## src/rtl/harm_sel_pkg.sv

```systemverilog
package harm_sel_pkg;

    localparam int unsigned MAG_W = 16;
    localparam int unsigned ORD_W = 5;

    typedef struct packed {
        logic             vld;
        logic [ORD_W-1:0] ord;
        logic [MAG_W-1:0] mag;
    } slot_t;

    typedef struct packed {
        slot_t first;
        slot_t second;
    } top2_t;

    localparam slot_t SLOT_EMPTY = '{vld: 1'b0, ord: '0, mag: '0};
    localparam top2_t TOP2_EMPTY = '{first: SLOT_EMPTY, second: SLOT_EMPTY};

    // a outranks b: larger magnitude, lower order on equal magnitude
    function automatic logic slot_beats(input slot_t a, input slot_t b);
        if (!a.vld)
            return 1'b0;
        if (!b.vld)
            return 1'b1;
        if (a.mag != b.mag)
            return a.mag > b.mag;
        return a.ord < b.ord;
    endfunction

    function automatic top2_t top2_insert(input top2_t base, input slot_t cand);
        top2_t r;
        r = base;
        if (slot_beats(cand, base.first)) begin
            r.second = base.first;
            r.first  = cand;
        end else if (slot_beats(cand, base.second)) begin
            r.second = cand;
        end
        return r;
    endfunction

endpackage

```

## src/rtl/harm_bin_decode.sv

```systemverilog
module harm_bin_decode
    import harm_sel_pkg::*;
#(
    parameter int unsigned BIN_W     = 8,
    parameter int unsigned FUND_BIN  = 4,
    parameter int unsigned MAX_ORDER = 15,
    parameter int unsigned HALF_BINS = 128
) (
    input  logic [BIN_W-1:0] bin,
    output logic             hit,
    output logic [ORD_W-1:0] ord
);

    logic [MAX_ORDER:0] match;

    assign match[0] = 1'b0;
    assign match[1] = 1'b0;

    for (genvar h = 2; h <= MAX_ORDER; h++) begin : g_harm
        localparam int unsigned BIDX = h * FUND_BIN;
        if (BIDX < HALF_BINS) begin : g_in
            assign match[h] = (bin == BIDX[BIN_W-1:0]);
        end else begin : g_out
            assign match[h] = 1'b0;
        end
    end

    always_comb begin
        ord = '0;
        for (int h = 2; h <= int'(MAX_ORDER); h++) begin
            if (match[h])
                ord = ord | ORD_W'(h);
        end
    end

    assign hit = |match;

endmodule

```

## src/rtl/harm_top2_rank.sv

```systemverilog
module harm_top2_rank
    import harm_sel_pkg::*;
(
    input  logic  clk,
    input  logic  rst,
    input  logic  clear,
    input  slot_t cand,
    output top2_t nxt
);

    top2_t cur;
    top2_t base;

    always_comb begin
        base = clear ? TOP2_EMPTY : cur;
        nxt  = top2_insert(base, cand);
    end

    always_ff @(posedge clk) begin
        if (rst)
            cur <= TOP2_EMPTY;
        else
            cur <= nxt;
    end

endmodule

```

## src/rtl/harm_sel_out.sv

```systemverilog
module harm_sel_out
    import harm_sel_pkg::*;
#(
    parameter int unsigned MAX_ORDER = 15
) (
    input  logic               clk,
    input  logic               rst,
    input  logic               publish,
    input  top2_t              res,
    output logic [ORD_W-1:0]   order0,
    output logic [ORD_W-1:0]   order1,
    output logic [MAX_ORDER:0] coef_en,
    output logic               done
);

    localparam logic [MAX_ORDER:0] FUND_MASK = (MAX_ORDER+1)'(2);

    logic [MAX_ORDER:0] en_nxt;

    always_comb begin
        en_nxt = FUND_MASK;
        if (res.first.vld)
            en_nxt[res.first.ord] = 1'b1;
        if (res.second.vld)
            en_nxt[res.second.ord] = 1'b1;
    end

    always_ff @(posedge clk) begin
        if (rst) begin
            order0  <= '0;
            order1  <= '0;
            coef_en <= FUND_MASK;
            done    <= 1'b0;
        end else begin
            done <= publish;
            if (publish) begin
                order0  <= res.first.vld  ? res.first.ord  : '0;
                order1  <= res.second.vld ? res.second.ord : '0;
                coef_en <= en_nxt;
            end
        end
    end

endmodule

```

## src/rtl/harm_order_select.sv

```systemverilog
module harm_order_select
    import harm_sel_pkg::*;
#(
    parameter int unsigned FRAME_LEN = 256,
    parameter int unsigned FUND_BIN  = 4,
    parameter int unsigned MAX_ORDER = 15,
    parameter int unsigned BIN_W     = $clog2(FRAME_LEN)
) (
    input  logic                     clk,
    input  logic                     rst,
    input  logic                     frame_start,
    input  logic                     frame_end,
    input  logic                     mag_valid,
    input  logic [BIN_W-1:0]         mag_bin,
    input  logic [MAG_W-1:0]         mag_value,
    output logic [ORD_W-1:0]         order0,
    output logic [ORD_W-1:0]         order1,
    output logic [MAX_ORDER:0]       coef_en,
    output logic                     done
);

    localparam int unsigned HALF_BINS = FRAME_LEN / 2;

    logic             hit;
    logic [ORD_W-1:0] hit_ord;
    slot_t            cand;
    top2_t            ranked;

    harm_bin_decode #(
        .BIN_W    (BIN_W),
        .FUND_BIN (FUND_BIN),
        .MAX_ORDER(MAX_ORDER),
        .HALF_BINS(HALF_BINS)
    ) u_dec (
        .bin(mag_bin),
        .hit(hit),
        .ord(hit_ord)
    );

    always_comb begin
        cand.vld = mag_valid && hit && (mag_value != '0);
        cand.ord = hit_ord;
        cand.mag = mag_value;
    end

    harm_top2_rank u_rank (
        .clk  (clk),
        .rst  (rst),
        .clear(frame_start),
        .cand (cand),
        .nxt  (ranked)
    );

    harm_sel_out #(
        .MAX_ORDER(MAX_ORDER)
    ) u_out (
        .clk    (clk),
        .rst    (rst),
        .publish(frame_end),
        .res    (ranked),
        .order0 (order0),
        .order1 (order1),
        .coef_en(coef_en),
        .done   (done)
    );

endmodule

```

## config.mk

```make
export PLATFORM = sky130hd
export DESIGN_NAME = harm_order_select
export DESIGN_NICKNAME = d
export VERILOG_FILES = /design/src/rtl/harm_sel_pkg.sv /design/src/rtl/harm_bin_decode.sv /design/src/rtl/harm_top2_rank.sv /design/src/rtl/harm_sel_out.sv /design/src/rtl/harm_order_select.sv
export SDC_FILE = /design/constraint.sdc
export NUM_CORES = 1
export LEC_CHECK = 0
export ABC_AREA = 1
export BUFFER_PORTS_ARGS = -buffer_cell sky130_fd_sc_hd__buf_4
export CAP_MARGIN = 20
export CORE_ASPECT_RATIO = 0.7
export CORE_UTILIZATION = 45
export DETAILED_ROUTE_END_ITERATION = 8
export GPL_TIMING_DRIVEN = 0
export PLACE_DENSITY_LB_ADDON = 0.3
export SLEW_MARGIN = 30
export SYNTH_ARGS = -nofsm -noshare
export SYNTH_HDL_FRONTEND = slang
export SYNTH_SLANG_ARGS = --single-unit
```

## constraint.sdc

```tcl
create_clock -name clk -period 3.7 [get_ports clk]
set_input_delay 1.11 -clock clk [delete_from_list [all_inputs] [get_ports clk]]
set_output_delay 1.11 -clock clk [all_outputs]
set_load 0.02 [all_outputs]
```

Yosys cells after proc, flatten, opt, wreduce, memory -nomap -nowiden. Cells that the tools add are included.

Equality and inequality tests: 16. Multiplexer cells: 52. Reduce and logical (&&, ||, !) cells: 6. $lt $le $gt $ge: 8. Bitwise gates (word level): 1.

Operators by type and width (number): two-way mux 22 bit (3); equality test 8 x 6 -> 1 bit (second input constant) (8); two-way mux 44 bit (1); equality test 8 x 5 -> 1 bit (second input constant) (4); greater-than comparator 16 bit (2); two-way mux 16 bit (2); two-way mux 4 bit (8); != test 16 bit (2); two-way mux 1 bit (28); equality test 8 x 4 -> 1 bit (second input constant) (2); bitwise OR 16 bit (1); nonzero test 16 bit (1); OR reduction 14 bit (1); two-way mux 3 bit (4); greater-or-equal comparator 5 x 1 -> 1 bit (second input constant) (2); < comparator 4 x 5 -> 1 bit (2); < comparator 5 bit (second input constant) (2); two-way mux 5 bit (2); demux 1 bit (select 4 bit) (2); logical AND 1 bit (4); two-way mux 2 bit (2).

Word-level logic and storage cells: 93. Flip-flop bits (word level): 71. Output and inout port bits: 27.

Longest topological paths before layout.
Depth after elaboration: 37. Depth in mapped cells: 26.

Cells and area by module. Synthesis repeated with hierarchy kept, for this count alone.

Cell total of the unflattened synthesis: 772. Area total of the unflattened synthesis: 4999.8 um2.

By module, submodules not included: harm_top2_rank (instances 1, area an instance 3403.3 um2, seq. area each 880.8 um2, cells an instance 521); harm_sel_out (instances 1, area an instance 1415.1 um2, seq. area each 520.5 um2, cells an instance 208); harm_bin_decode (instances 1, area an instance 120.1 um2, seq. area each 0.0 um2, cells an instance 27); harm_order_select (instances 1, area an instance 61.3 um2, seq. area each 0.0 um2, cells an instance 16).

Worst setup path after synthesis. No wires, ideal clock.

Kind: input to register. Start point: input frame_start. End point: register u_out.coef_en[8]. Data required time: 3.644 ns. Path buffers: 3. Arrival: 3.550 ns. Cell stages on the path: 23. Path slack: 0.094 ns. Setup time: 0.056 ns. Cell sequence: inv_2 -> clkbuf_1 -> clkbuf_1 -> nand2_1 -> ha_1 -> nand2_1 -> nor2_1 -> nand2_1 -> clkinv_1 -> nand2_1 -> nand3b_4 -> nand3_2 -> nand2_4 -> inv_2 -> buf_6 -> nand2_1 -> nand2_1 -> nand2_1 -> nor2_2 -> nand2_1 -> nand3_1 -> nand2_1 -> inv_1.

Word-level cells in the longest chain between the ends: 18.

Ends and longest elaborated chain: start: declaration (RTL line harm_order_select.sv:11) `input logic frame_start,`; two-way mux 44 bit (*) (RTL line harm_top2_rank.sv:15) `base = clear ? TOP2_EMPTY : cur;`; branches (longest 16 deep; another with greater-than comparator 16 bit); two-way mux 16 bit (*) (RTL line harm_sel_out.sv:24) `if (res.second.vld)`; end signal: assignment (RTL line harm_sel_out.sv:39) `coef_en <= en_nxt;`; end: declaration (RTL line harm_sel_out.sv:12) `output logic [MAX_ORDER:0] coef_en,`.

Every way passes the cells marked *. The select of a mux whose other input is x is not followed. A chain may end at the register's enable or synchronous reset.

Worst setup path after layout.
Start point: input frame_start. End point: register u_out.coef_en[0].

The elaborated chain is that of the path after synthesis.

==> results.py <==
metrics = {
    "outcome": {
        "outcome": "completed",
    },
    "timing": {
        "max_freq_mhz": 283,
        "slew_viol_final": 0,
        "fin_crit_sh": 0.955,
        "worst_pin_slew_ns": 0.626,
        "finalSetupViolCount": 0,
        "fin_worst_skew_ns": 0.00855,
        "fin_crit_ns": 3.53,
        "fin_ws_ns": 0.167,
        "hold_viol_final": 0,
        "maxSlewHeadroom": 0.583,
        "rsz0062_at_grt": "true",
    },
    "yosys": {
        "synthFlopType": "dfxtp_1",
        "syn_avg_cell_area_um2": 6.54,
        "synth.largest_area_cell": "dfxtp_1",
        "synth-async-reset-ratio": 0,
        "synthMostInstantiatedCell": "nand2_1",
        "synth-seq-cells": 70,
        "syn_area_um2": 4550,
        "synthTopCellsByArea": "dfxtp_1, nand2_1, ha_1",
        "synth_top_area_share": 0.308,
        "ys_seq_area_frac": 0.308,
        "syn-num-nets": 763,
        "synth.distinct_cells": 35,
        "syn_inst": 696,
        "synth_edf_count": 0,
        "yosysWarnings": 0,
        "synth_common_cells": "nand2_1, inv_1, nor2_1",
    },
    "clock_network": {
        "clockRootBuffer": "clkbuf_16",
        "clkSinkCount": 70,
        "cts.clk_slew.worst_paths_ns": 0.06,
        "cts.htree.levels": 3,
        "ctsHoldBuffers": 0,
        "cts_tree": "done",
        "clockBufferDepth": 2,
        "clk_latency_ns": 0.34,
        "cts_buffers": 9,
    },
    "grt": {
        "grt.total_usage": 0.260,
        "antenna_found_initial": 0,
        "gr-max-usage-layer": "met1",
        "use_met1": 0.400,
        "grtUsageMet3": 0.0718,
        "grt_max_degree": 16,
        "overflow": 0,
        "grt_pass1_wl_um": 20900,
        "grtUsageMet2": 0.352,
        "first_global_vias": 4150,
    },
    "worst_setup_path": {
        "critPathKind": "in2reg",
        "path_max_fanout": 15,
        "crit_family": "simple AND/OR/NAND/NOR gates",
        "path_buf_inv": 4,
        "cp_slowest_cell": "ha_1",
        "arrival_ns": 3.79,
        "path_cells": "buf_4 -> inv_6 -> buf_6 -> nand2_1 -> ha_1 -> a21oi_1 -> o21ai_0 -> a21oi_2 -> nand2_1 -> nand2_1 -> nand2_4 -> nand2_2 -> buf_6 -> nand2_2 -> nand3_2 -> nand2_2 -> nor2_1 -> nand2_1 -> a21oi_1",
        "crit_top_cell": "nand2_1",
        "critPathMaxStageDelay_ns": 0.31,
        "cp-start-kind": "primary input",
        "worstPathRequired_ns": 3.96,
        "end_kind": "register",
    },
    "floorplan": {
        "row_count": 30,
        "num_io_pins": 56,
        "core_region_area_um2": 9760,
        "fp.dieArea_um2": 10500,
        "start_util": 0.466,
        "chipHeight_um": 86.1,
        "die_width_um": 122,
    },
    "power": {
        "p_leak_nw": 2.79,
        "ir_drop_v": 0.000354,
        "power-per-cell-area_nw_per_um2": 332,
    },
    "layout": {
        "final_cells": 898,
        "nets": 832,
        "filler_cell_count": 954,
        "area_growth_pct": 21.2,
        "drive_gt1_frac": 0.175,
        "diodes": 0,
    },
    "drt": {
        "vias_per_cell": 5.30,
        "routed_wl_um": 13000,
        "drtIter0Drc": 384,
        "wire_per_inst_um": 14.4,
        "firstDrtPassIters": 5,
        "drcViolationCount": 0,
        "vias": 4757,
        "ant_nets": 0,
    },
    "place": {
        "dpl.cell_count": 878,
        "gp_congestion": 0.903,
        "io_buffers": 54,
        "dp_hpwl_um": 9920,
        "dpl_worst_slack_ns": -1.06,
    },
    "job": {
        "maxCapViolCount": 0,
    },
    "hold_path": {
        "min_path_type": "reg2reg",
    },
}
-- cells in the final DEF, fill, tap and decap left out, types with 13 or more instances in the layout --
cell type / instances
o21ai_0: 20
ha_1: 38
nand2_1: 217
inv_1: 83
buf_4: 61
o211ai_1: 17
nor2_1: 69
a21oi_1: 30
clkbuf_1: 13
dfxtp_1: 70
nand3_1: 59
-- registers in the layout, summed over array words and instances (netlist names) --
| register | flops |
|---|---|
| u_out.coef_en | 15 |
| u_out.done | 1 |
| u_rank.cur | 44 |
| u_out.order1 | 5 |
| u_out.order0 | 5 |
-- path summary, 6_finish.rpt --
kind                            slack, ns  cells past startpoint                             to                          from
worst max-delay path                 0.17                     19  u_out.coef_en[0]$_SDFFE_PP0P_                   frame_start
worst min-delay path                 0.49                      2   u_out.order1[0]$_SDFFE_PP0P_  u_out.order1[0]$_SDFFE_PP0P_
worst max register to register       1.10                     16  u_out.coef_en[0]$_SDFFE_PP0P_     u_rank.cur[15]$_SDFF_PP0_
worst min register to register       0.49                      2   u_out.order1[0]$_SDFFE_PP0P_  u_out.order1[0]$_SDFFE_PP0P_
-- layer usage --
metal	part of all wire	wire length, um
met1	0.50	6460
met2	0.38	4960
met3	0.11	1430
met4	0.0088	114
met5	0	0
-- cell type report --
type | instances | area, um^2 | area share
repair buffers | 59 | 455 | 0.0826
flip-flops and latches | 70 | 1400 | 0.254
clock buffers | 11 | 243 | 0.0440
well taps | 128 | 160 | 0.0290
plain buffers | 29 | 175 | 0.0318
clock inverters | 5 | 35.0 | 0.00635
inverters | 92 | 350 | 0.0635
multi-input cells | 504 | 2700 | 0.489
-- tightest hold or removal path, delay by kind of cell, from the launching register on --
kind	cells	cell delay, ns
DFF	1	0.31
and+or+nand+nor	2	0.14
-- cell families (layout without fill, tap and decap cells) --
group	count (synthesis)	after routing	synth area share
and+or+nand+nor	377	377	0.356
buffers and inverters	122	196	0.110
other	1	1	0.000824
AOI/OAI and AO/OA	88	88	0.121
DFF	70	70	0.308
adders and majority gates	38	38	0.104
-- per-stage QoR --
| stage | TNS, ns | power (mW) | hold WS (ns) | util | area, um^2 |
|---|---|---|---|---|---|
| 2_1_floorplan | 0 | 0.934 | 0.446 | - | 4550 |
| 3_5_place_dp | -57.33 | 1.02 | 0.466 | 0.524 | 5120 |
| 3_3_place_gp | -54.57 | 1.02 | 0.463 | 0.524 | 5120 |
| 4_1_cts | 0 | 1.84 | 0.482 | 0.554 | 5400 |
| 6_report | 0 | 1.83 | 0.487 | 0.565 | 5520 |
| 5_1_grt | -0.0811 | 1.90 | 0.503 | 0.565 | 5520 |
-- repair_timing --
action | CTS | global route
gates cloned | 0 | 0
resized for setup | 7 | 20
pin swaps | 0 | 1
buffers inserted | 0 | 5
endpoints found under the setup margin | 67 | 44
-- where the power goes --
part           total (mW)  switching [mW]  internal [mW]  leakage (nW)
Combinational       0.244           0.151         0.0932          2.08
Clock               0.811           0.339          0.472         0.135
Sequential          0.776         0.00613          0.770         0.568
Total                1.83           0.495           1.33          2.79
(Power assumes the default switching activity.)
